**src/rtl/pfx_pkg.sv**
```systemverilog
package pfx_pkg;

  // Carry network layout, fixed at elaboration.
  typedef enum logic [1:0] {
    PFX_FULL      = 2'd0,  // every span at every level, log2(N) levels
    PFX_TREE2PASS = 2'd1,  // reduce tree, then fill, bounded fan-out
    PFX_BCAST     = 2'd2,  // divide and broadcast, log2(N) levels
    PFX_ODDFILL   = 2'd3   // dense over odd bits, one final even level
  } pfx_topo_e;

  typedef struct packed {
    logic g;
    logic p;
  } pfx_gp_t;

  // Associative group combine: hi covers the upper span, lo the lower.
  function automatic pfx_gp_t pfx_combine(input pfx_gp_t hi, input pfx_gp_t lo);
    pfx_gp_t r;
    r.g = hi.g | (hi.p & lo.g);
    r.p = hi.p & lo.p;
    return r;
  endfunction

endpackage

```
**src/rtl/pfx_gp_stage.sv**
```systemverilog
module pfx_gp_stage #(
  parameter int N = 32
) (
  input  logic [N-1:0] op_a,
  input  logic [N-1:0] op_b,
  input  logic         sub_en,
  input  logic         carry_in,
  output logic [N-1:0] bit_g,
  output logic [N-1:0] bit_p,
  output logic         carry0
);

  logic [N-1:0] b_eff;

  always_comb begin
    b_eff  = op_b ^ {N{sub_en}};
    bit_g  = op_a & b_eff;
    bit_p  = op_a ^ b_eff;
    carry0 = sub_en | carry_in;
  end

endmodule

```
**src/rtl/pfx_tree.sv**
```systemverilog
module pfx_tree
  import pfx_pkg::*;
#(
  parameter int        N    = 32,
  parameter pfx_topo_e TOPO = PFX_FULL
) (
  input  logic [N-1:0] bit_g,
  input  logic [N-1:0] bit_p,
  input  logic         carry0,
  output logic [N-1:0] grp_g   // grp_g[i] = carry into bit i+1
);

  localparam int LG = $clog2(N);

  pfx_gp_t leaf [N];

  // The incoming carry is folded into position zero, so every prefix
  // already includes it.
  always_comb begin
    for (int i = 0; i < N; i++) begin
      leaf[i].g = bit_g[i];
      leaf[i].p = bit_p[i];
    end
    leaf[0].g = bit_g[0] | (bit_p[0] & carry0);
  end

  if (TOPO == PFX_FULL) begin : g_full
    always_comb begin
      pfx_gp_t cur [N];
      pfx_gp_t nxt [N];
      cur = leaf;
      for (int l = 0; l < LG; l++) begin
        nxt = cur;
        for (int i = 0; i < N; i++) begin
          int j;
          j = i - (1 << l);
          if (j >= 0) nxt[i] = pfx_combine(cur[i], cur[j]);
        end
        cur = nxt;
      end
      for (int i = 0; i < N; i++) grp_g[i] = cur[i].g;
    end
  end else if (TOPO == PFX_TREE2PASS) begin : g_tree2pass
    always_comb begin
      pfx_gp_t cur [N];
      pfx_gp_t nxt [N];
      cur = leaf;
      // reduction pass
      for (int l = 0; l < LG; l++) begin
        nxt = cur;
        for (int i = 0; i < N; i++) begin
          int j;
          j = i - (1 << l);
          if (((i + 1) % (1 << (l + 1))) == 0) nxt[i] = pfx_combine(cur[i], cur[j]);
        end
        cur = nxt;
      end
      // distribution pass
      for (int lv = LG - 2; lv >= 0; lv--) begin
        nxt = cur;
        for (int i = 0; i < N; i++) begin
          int j;
          j = i - (1 << lv);
          if ((((i + 1) % (1 << (lv + 1))) == (1 << lv)) && (i > (1 << lv)))
            nxt[i] = pfx_combine(cur[i], cur[j]);
        end
        cur = nxt;
      end
      for (int i = 0; i < N; i++) grp_g[i] = cur[i].g;
    end
  end else if (TOPO == PFX_BCAST) begin : g_bcast
    always_comb begin
      pfx_gp_t cur [N];
      pfx_gp_t nxt [N];
      cur = leaf;
      for (int l = 0; l < LG; l++) begin
        nxt = cur;
        for (int i = 0; i < N; i++) begin
          int j;
          j = ((i >> l) << l) - 1;
          if (((i >> l) & 1) == 1) nxt[i] = pfx_combine(cur[i], cur[j]);
        end
        cur = nxt;
      end
      for (int i = 0; i < N; i++) grp_g[i] = cur[i].g;
    end
  end else begin : g_oddfill
    always_comb begin
      pfx_gp_t cur [N];
      pfx_gp_t nxt [N];
      cur = leaf;
      // pair odd positions with their even neighbour
      nxt = cur;
      for (int i = 1; i < N; i += 2) nxt[i] = pfx_combine(cur[i], cur[i - 1]);
      cur = nxt;
      // dense network across odd positions
      for (int l = 1; l < LG; l++) begin
        nxt = cur;
        for (int i = 1; i < N; i += 2) begin
          int j;
          j = i - (1 << l);
          if (j >= 0) nxt[i] = pfx_combine(cur[i], cur[j]);
        end
        cur = nxt;
      end
      // final level fills even positions
      nxt = cur;
      for (int i = 2; i < N; i += 2) nxt[i] = pfx_combine(cur[i], cur[i - 1]);
      cur = nxt;
      for (int i = 0; i < N; i++) grp_g[i] = cur[i].g;
    end
  end

endmodule

```
**src/rtl/pfx_sum_stage.sv**
```systemverilog
module pfx_sum_stage #(
  parameter int N      = 32,
  parameter bit OVF_EN = 1'b1
) (
  input  logic [N-1:0] bit_p,
  input  logic [N-1:0] grp_g,
  input  logic         carry0,
  output logic [N-1:0] sum_d,
  output logic         carry_d,
  output logic         ovf_d
);

  logic [N-1:0] cvec;  // carry into each position

  always_comb begin
    cvec    = {grp_g[N-2:0], carry0};
    sum_d   = bit_p ^ cvec;
    carry_d = grp_g[N-1];
  end

  if (OVF_EN) begin : g_ovf
    assign ovf_d = cvec[N-1] ^ grp_g[N-1];
  end else begin : g_no_ovf
    assign ovf_d = 1'b0;
  end

endmodule

```
**src/rtl/pfx_addsub.sv**
```systemverilog
module pfx_addsub
  import pfx_pkg::*;
#(
  parameter int        N      = 32,
  parameter pfx_topo_e TOPO   = PFX_FULL,
  parameter bit        OVF_EN = 1'b1
) (
  input  logic         clk,
  input  logic         rst,
  input  logic [N-1:0] op_a,
  input  logic [N-1:0] op_b,
  input  logic         sub_en,
  input  logic         carry_in,
  output logic [N-1:0] sum_q,
  output logic         carry_q,
  output logic         ovf_q
);

  logic [N-1:0] bit_g, bit_p, grp_g, sum_d;
  logic         carry0, carry_d, ovf_d;

  pfx_gp_stage #(.N(N)) u_gp (
    .op_a     (op_a),
    .op_b     (op_b),
    .sub_en   (sub_en),
    .carry_in (carry_in),
    .bit_g    (bit_g),
    .bit_p    (bit_p),
    .carry0   (carry0)
  );

  pfx_tree #(.N(N), .TOPO(TOPO)) u_tree (
    .bit_g  (bit_g),
    .bit_p  (bit_p),
    .carry0 (carry0),
    .grp_g  (grp_g)
  );

  pfx_sum_stage #(.N(N), .OVF_EN(OVF_EN)) u_sum (
    .bit_p   (bit_p),
    .grp_g   (grp_g),
    .carry0  (carry0),
    .sum_d   (sum_d),
    .carry_d (carry_d),
    .ovf_d   (ovf_d)
  );

  always_ff @(posedge clk) begin
    if (rst) begin
      sum_q   <= '0;
      carry_q <= 1'b0;
      ovf_q   <= 1'b0;
    end else begin
      sum_q   <= sum_d;
      carry_q <= carry_d;
      ovf_q   <= ovf_d;
    end
  end

endmodule

```
**config.mk**
```make
export PLATFORM = sky130hd
export DESIGN_NAME = pfx_addsub
export DESIGN_NICKNAME = d
export VERILOG_FILES = /design/src/rtl/pfx_pkg.sv /design/src/rtl/pfx_gp_stage.sv /design/src/rtl/pfx_tree.sv /design/src/rtl/pfx_sum_stage.sv /design/src/rtl/pfx_addsub.sv
export SDC_FILE = /design/constraint.sdc
export NUM_CORES = 1
export LEC_CHECK = 0
export ABC_AREA = 1
export CORE_ASPECT_RATIO = 0.8
export CORE_MARGIN = 3
export CORE_UTILIZATION = 49
export CTS_BUF_LIST = sky130_fd_sc_hd__clkbuf_16
export DETAILED_ROUTE_END_ITERATION = 8
export GPL_TIMING_DRIVEN = 0
export MAX_ROUTING_LAYER = met4
export PLACE_DENSITY_LB_ADDON = 0.12
export SLEW_MARGIN = 20
export SYNTH_ARGS = -nofsm -noshare
export SYNTH_HDL_FRONTEND = slang
export SYNTH_SLANG_ARGS = --single-unit
```
**constraint.sdc**
```tcl
create_clock -name clk -period 3.3 [get_ports clk]
set_input_delay 0.495 -clock clk [delete_from_list [all_inputs] [get_ports clk]]
set_output_delay 0.495 -clock clk [all_outputs]
set_load 0.01 [all_outputs]
```
# Word-level counts from Yosys, hierarchy flattened
# Index checks and enable logic that the tools add are counted.
[totals]
output_inout_bits = 34
elab_cells = 367
regBits = 34
[classes]
bitwise = 364
[ops]
columns = ["op", "count"]
rows = [
  ["bitwise AND 1 bit", 228],
  ["bitwise OR 1 bit", 131],
  ["bitwise XOR 32 bit", 3],
  ["bitwise AND 32 bit", 1],
  ["bitwise XOR 1 bit", 1],
]

# Longest topological paths before layout
# Gate-level depths: netlist (run 1).
[depth]
ltp_word = 15
ltp_mapped = 16
depth_no_buf = 14

# Hierarchy
# A second synthesis (run 1) with hierarchy kept.
[hier_totals]
hier_cells = 734
hier_area_um2 = 3943.8
[modules_own_cells]
columns = ["module", "seq_area_each_um2", "instances", "cells_each", "area_per_inst_um2"]
rows = [
  ["pfx_tree", 0.0, 1, 294, 1335.0],
  ["pfx_gp_stage", 0.0, 1, 169, 999.7],
  ["pfx_addsub", 680.7, 1, 106, 985.9],
  ["pfx_sum_stage", 0.0, 1, 165, 623.1],
]

# Worst setup path after synthesis (run 1)
# OpenSTA, ideal clock, no wires.
[synth_path]
path_type = "input-to-reg"
startpoint = "in sub_en"
endpoint = "reg sum_q[18]"
t_arrival_ns = 2.587
path_slack_ns = 0.601
setup_ns = 0.113
stages = 15
path_cell_list = "clkbuf_1 -> buf_2 -> xor2_1 -> fa_1 -> fa_1 -> nand2_1 -> nand2_1 -> nand3_1 -> nand2_2 -> nand2_1 -> nand2_2 -> a21oi_1 -> nand2_1 -> nand2_1 -> nor2_1"
[synth_between]
elab_chain_len = 12
[synth_rtl]
columns = ["item", "line_no", "text"]
rows = [
  ["start, declared", "pfx_addsub.sv:12", "input logic sub_en,"],
  ["bitwise XOR 32 bit", "pfx_gp_stage.sv:16", "b_eff = op_b ^ {N{sub_en}};"],
  ["bitwise XOR 32 bit or bitwise AND 32 bit (tied branches)", "pfx_gp_stage.sv:18, pfx_gp_stage.sv:17", ""],
  ["bitwise AND 1 bit", "pfx_pkg.sv:19", "r.g = hi.g | (hi.p & lo.g);"],
  ["bitwise OR 1 bit", "pfx_pkg.sv:19", ""],
  ["bitwise AND 1 bit", "pfx_pkg.sv:19", ""],
  ["bitwise OR 1 bit", "pfx_pkg.sv:19", ""],
  ["bitwise AND 1 bit", "pfx_pkg.sv:19", ""],
  ["bitwise OR 1 bit", "pfx_pkg.sv:19", ""],
  ["bitwise AND 1 bit", "pfx_pkg.sv:19", ""],
  ["bitwise OR 1 bit (2 in series)", "pfx_pkg.sv:19", ""],
  ["bitwise XOR 32 bit *", "pfx_sum_stage.sv:17", "sum_d = bit_p ^ cvec;"],
  ["end signal, assigned", "pfx_addsub.sv:54", "sum_q <= sum_d;"],
  ["end, declared", "pfx_addsub.sv:14", "output logic [N-1:0] sum_q,"],
]
# Every way passes the cells marked *; elsewhere a longest branch is shown, timed or not.
# A chain may end at the register's enable or synchronous reset.

# Worst setup path after layout (run 1)
[layout_path]
startpoint = "in sub_en"
endpoint = "reg sum_q[24]"
[layout_between]
elab_chain_len = 13
[layout_rtl]
columns = ["item", "line_no", "text"]
rows = [
  ["bitwise XOR 32 bit", "pfx_gp_stage.sv:16", ""],
  ["bitwise XOR 32 bit", "pfx_gp_stage.sv:18", "bit_p = op_a ^ b_eff;"],
  ["bitwise AND 1 bit", "pfx_tree.sv:24", "leaf[0].g = bit_g[0] | (bit_p[0] & carry0);"],
  ["bitwise OR 1 bit", "pfx_tree.sv:24", ""],
  ["bitwise AND 1 bit", "pfx_pkg.sv:19", ""],
  ["bitwise OR 1 bit", "pfx_pkg.sv:19", ""],
  ["bitwise AND 1 bit", "pfx_pkg.sv:19", ""],
  ["bitwise OR 1 bit", "pfx_pkg.sv:19", ""],
  ["bitwise AND 1 bit", "pfx_pkg.sv:19", ""],
  ["bitwise OR 1 bit", "pfx_pkg.sv:19", ""],
  ["bitwise AND 1 bit", "pfx_pkg.sv:19", ""],
  ["bitwise OR 1 bit", "pfx_pkg.sv:19", ""],
  ["bitwise XOR 32 bit *", "pfx_sum_stage.sv:17", ""],
]
# Marks and branches as above.

==> reports/results.tsv, run 1 <==
metric	value	unit
clk slew on worst S/H paths	60	ps
min-delay src	rst	
Final ANT Viol Nets	0	
largest net degree at the start of global routing	11	
Hold Path Stages	2	
Vert. Die Dim	81.50	um
Max clock buf depth	2	
Max VDD drop	0.2572	mV
Hold Fails Final Rpt	0	
WP data arrival	3180	ps
initial antenna violation count	0	
1st-iter DRT viols	201	
#FFs+latches synth	34	
per-cell routed wire length	13.26	um
GRT Util Overall	27.71	%
commonest non-fill, non-tap cell in the layout	nand2_1	
final instance area	4725	sq um
WHS Endpoint	sum_q[1]$_SDFF_PP0_	
TritonCTS Buffers	5	
DRC	0	
total power	1.901	mW
CP Launch Type	primary input	
syn avg cell area	5.742	sq um
Area after DPL	4587	sq um
first-pass GRT wire length	17160	um
DR vias	3925	
die footprint	8179	sq um
hold buffer count at cts	0	
# port buffers	99	
outcome	finished clean	
Area growth, synth to finish	35.34	%
CTS Sinks	34	
vias in the first global route	3702	
row cnt	26	
Cell Count, Final, Fillers Out	799	
drt via density	4.912	
setup bufs post-CTS	0	
number of flops mapped to enable cells by yosys	0	
# setup viols final	0	
Initial Util	52.60	%
DRT Pass-1 Iters	5	
Power Dens Cells	402.3	nW/um^2
RSZ-0062 raised after global routing	false	
relative slew slack	73.90	%
fin nets	815	
ys async rst share	0	%
Placer Congestion	0.9346	
CP max FO	10	
Worst Setup Slack post-DPL	52.75	ps
GR Overflow Total	0	
CTS tree	built	
layout cells sized above 1	4.755	%
Final Worst Setup Slack	336.7	ps
worst-margin pin slew	391.5	ps
MaxCap Viol Count	0	
Synth Warn #	0	
WS Path Type	primary input to register	
commonest non-fill, non-tap cells in the layout	nand2_1 (213), inv_1 (118), clkdlybuf4s50_1 (99), nor2_1 (76), a21oi_1 (37)	
core area	6636	sq um
time the worst path needs with I/O delays and setup	2963	ps
n_diodes	0	
Mapped Area	3491	sq um
CP Capture Type	register	
Achievable Freq	337.5	MHz
crit share post-route	89.80	%
dpl cells	791	
H-tree levels	2	
post-cts resize count	0	
DP Wirelength	8909	um
post-synthesis sequential area ratio	19.50	%
Worst EP required	3520	ps
Fin Setup TNS	0	ps
HP Class	primary input to register	
Routed WL	10590	um
Synth Instances	608	
Die Span X	100.4	um
post-synth cell types	25	
LEAKAGE	2.661	nW
clk root buf	clkbuf_16	
I/O pins	102	
syn nets	709	
Final Slew Violations	0	
Synth Flop Type	dfxtp_1	
==> logic make-up after synthesis <==
logic type	after synthesis	share of synthesized area, %
buffers and inverters	125	13.73
AO/OA/AOI/OAI	56	8.853
adder cells (fa/ha/maj)	33	12.26
AND/OR/NAND/NOR	328	37.63
XOR/XNOR	32	8.029
flip-flops	34	19.50
==> stage by stage <==
stage / utilization, % / hold WS (ps)
floorplan: - / 734.3
global placement: 69.12 / 826.9
detailed placement: 69.12 / 840.4
CTS: 71.19 / 547.7
global route: 71.19 / 558.1
finish: 71.19 / 556.5
==> registers in the layout, summed over array words and instances, names as in the netlist <==
| signal | cells |
|---|---|
| carry_q | 1 |
| sum_q | 32 |
| ovf_q | 1 |
==> per-layer routing <==
layer / vias up / GRT usage [%] / wire length (um)
li1: 2024 / - / -
met5: - / - / 0
met4: 0 / 7.268 / 131
met2: 153 / 43.72 / 4714
met3: 15 / 4.329 / 878
met1: 1733 / 37.24 / 4867
==> worst max path at each step <==
stage               cells after the start    from  slack, ps                   end
floorplan                              15  sub_en        600  sum_q[18]$_SDFF_PP0_
finish                                 16  sub_en        340  sum_q[24]$_SDFF_PP0_
global route                           16  sub_en         20  sum_q[24]$_SDFF_PP0_
detailed placement                     16  sub_en         50  sum_q[24]$_SDFF_PP0_
CTS                                    16  sub_en        330  sum_q[24]$_SDFF_PP0_
global placement                       16  sub_en        100  sum_q[24]$_SDFF_PP0_
==> Yosys cell counts (3+ instances only) <==
cell	count	area (sq um)
nor2_1	76	285.3
nand2_1	213	799.5
inv_1	117	439.2
buf_2	5	25.02
nor3_1	4	20.02
xor2_1	32	280.3
dfxtp_1	34	680.7
a21oi_1	37	185.2
o21bai_1	3	22.52
ha_1	31	387.9
nand2_2	18	112.6
o21a_1	3	22.52
nand3_1	9	45.04
o21ai_0	9	45.04
a21oi_2	3	26.28
==> where the power goes <==
group	internal [mW]	switching, mW
Combinational	0.408	0.538
Sequential	0.479	0.0185
Clock	0.273	0.184
Total	1.16	0.740
==> area by class of cell <==
cell class	count	area (sq um)
Multi-Input combinational cell	449	2331
Fill cell	612	1912
Timing Repair Buffer	99	991.0
Sequential cell	34	680.7
Inverter	118	442.9
Clock buffer	5	125.1
Tap cell	84	105.1
Buffer	7	36.28
Clock inverter	3	12.51
==> critical path, cell delays in order <==
cell	delay, ps
clkbuf_1	310
buf_2	400
xor2_1	140
fa_1	460
fa_1	400
nand2_1	90
nand2_1	100
nand3_1	110
nand2_2	100
nand2_1	90
nand2_2	90
nand2_1	70
nand2_1	110
nand2_1	80
nand2_1	50
nor2_1	80
Power figures use the tool's default switching activity.
==> run 2: changes to the inputs <==
REMOVE_ABC_BUFFERS = 1   (was unset)
==> run 2 against run 1 <==
  * Global-route usage down 2.0 points
  * Power up 3.8%
  * Non-clock buffer count down 4
  * Maximum frequency up 3.1%
  * Wire length down 5.9%
  * Worst setup slack better by 88 ps
  * Sequential power about the same
  * Critical endpoint unchanged
  * Largest power group unchanged
==> reports/results.tsv, run 2 (synthesis gave the netlist of run 1 again) <==
metric	value	unit	change
outcome	finished clean		
HP Class	primary input to register		
CP Capture Type	register		
DP Wirelength	8251	um	-7.4%
post-cts resize count	0		unchanged
H-tree levels	2		unchanged
worst-margin pin slew	860.9	ps	+469.5 ps
time the worst path needs with I/O delays and setup	2875	ps	-88.15 ps
relative slew slack	42.25	%	-32 points
Final Slew Violations	0		unchanged
row cnt	26		unchanged
Max clock buf depth	2		unchanged
Placer Congestion	0.9210		-1.5%
I/O pins	102		unchanged
total power	1.973	mW	+3.8%
vias in the first global route	3399		-8.2%
hold buffer count at cts	0		unchanged
met2 GRT Util	40.67	%	-3.0 points
Min Hold Slack	1009	ps	+452.8 ps
Layout fillers	597		-2.5%
clk slew on worst S/H paths	60	ps	about the same
met3 usage	3.565	%	-0.76 points
core area	6636	sq um	unchanged
Largest register FFs	32		unchanged
largest net degree at the start of global routing	28		+17
CTS tree	built		
fin nets	811		-0.49%
RSZ-0062 raised after global routing	false		
commonest non-fill, non-tap cell in the layout	nand2_1		
dpl cells	787		-0.51%
MaxCap Viol Count	0		unchanged
crit-path most repeated cell	nand2_1		
per-cell routed wire length	12.53	um	-5.5%
LEAKAGE	2.664	nW	+0.10%
CP max FO	21		+11
Largest regs	sum_q x32, carry_q x1, ovf_q x1		
commonest non-fill, non-tap cells in the layout	nand2_1 (213), inv_1 (117), clkdlybuf4s50_1 (100), nor2_1 (76), a21oi_1 (37)		
CP Launch Type	primary input		
grt met1 use	35.57	%	-1.7 points
Finished Core Util	71.59	%	+0.40 points
Worst EP required	3520	ps	about the same
die footprint	8179	sq um	unchanged
busiest grt layer	met2		
DR vias	3835		-2.3%
Cell Count, Final, Fillers Out	795		-0.50%
DRC	0		unchanged
DRT Pass-1 Iters	5		unchanged
Die Span X	100.4	um	unchanged
Crit-path slowest cell	fa_1		
initial antenna violation count	0		unchanged
Routed WL	9962	um	-5.9%
WS Path Type	primary input to register		
Achievable Freq	347.8	MHz	+3.1%
GRT Util Overall	25.72	%	-2.0 points
crit share post-route	87.13	%	-2.7 points
clk root buf	clkbuf_16		
Area after DPL	4586	sq um	about the same
Final ANT Viol Nets	0		unchanged
Hold Fails Final Rpt	0		unchanged
slowest stage delay, CP	410	ps	-50 ps
Area growth, synth to finish	36.09	%	
GR Overflow Total	0		unchanged
layout cells sized above 1	4.501	%	-0.25 points
n_diodes	0		unchanged
first-pass GRT wire length	16130	um	-6.0%
setup bufs post-CTS	0		unchanged
Reg with most FFs	sum_q		
Power Dens Cells	415.3	nW/um^2	+3.2%
# setup viols final	0		unchanged
CTS Sinks	34		unchanged
Vert. Die Dim	81.50	um	unchanged
1st-iter DRT viols	167		-17%
cells along the critical path	buf_2 -> buf_12 -> or2_2 -> fa_1 -> fa_1 -> nand2_1 -> nand2_1 -> nand3_1 -> nand2_2 -> nand2_1 -> nand2_2 -> nand2_1 -> nand2_1 -> nand2_1 -> nand2_1 -> nor2_1		
Max VDD drop	0.2773	mV	+7.9%
WP data arrival	3090	ps	-90 ps
final instance area	4751	sq um	+0.56%
drt via density	4.824		-1.8%
Initial Util	52.60	%	unchanged
# port buffers	101		+2.0%
TritonCTS Buffers	5		unchanged
## run 2: cell types whose count changed in the layout (fill, tap and decap cells not counted), sizes merged
cell | before | now
clkdlybuf4s50 | 99 | 100
buf | 6 | 2
inv | 118 | 117
bufinv | 0 | 1
clkbuf | 6 | 5
## run 2: path summary, 6_finish.rpt
path / start / end / slack [ps] / depth (start not counted)
worst max-delay path: sub_en / sum_q[24]$_SDFF_PP0_ / 420 / 16
worst min-delay path: op_a[2] / sum_q[2]$_SDFF_PP0_ / 1010 / 4
## run 2: area by class of cell
cell class / instances / area (sq um) / area share, %
clock buffers: 5 / 125.1 / 2.634
well taps: 84 / 105.1 / 2.212
repair buffers: 102 / 1026 / 21.60
inverters: 118 / 442.9 / 9.323
clock inverters: 3 / 40.04 / 0.8428
multi-input cells: 449 / 2331 / 49.07
flip-flops and latches: 34 / 680.7 / 14.33
## run 2: where the power goes
group	total, mW	switching [mW]	internal (mW)
clock	0.538	0.185	0.354
combinational	0.938	0.528	0.410
sequential	0.497	0.0188	0.479
total	1.97	0.731	1.24
## run 2: critical path, delay by kind of cell
kind / cells / cell delay (ps)
buf+inv: 2 / 450
fa+ha+maj: 2 / 810
simple gates: 12 / 1320
## run 2: metal layers
layer,share of wire [%],wire [um]
met5,0,0
met1,49,4845
met3,7.7,766
met4,0.74,74
met2,43,4277
## run 2: metrics by stage
| stage | setup slack [ps] | setup TNS, ps |
|---|---|---|
| 2_1_floorplan | 912.7 | 0 |
| 3_3_place_gp | -1204 | -26280 |
| 3_5_place_dp | 123.0 | 0 |
| 4_1_cts | 393.8 | 0 |
| 5_1_grt | 206.7 | 0 |
| 6_report | 424.8 | 0 |
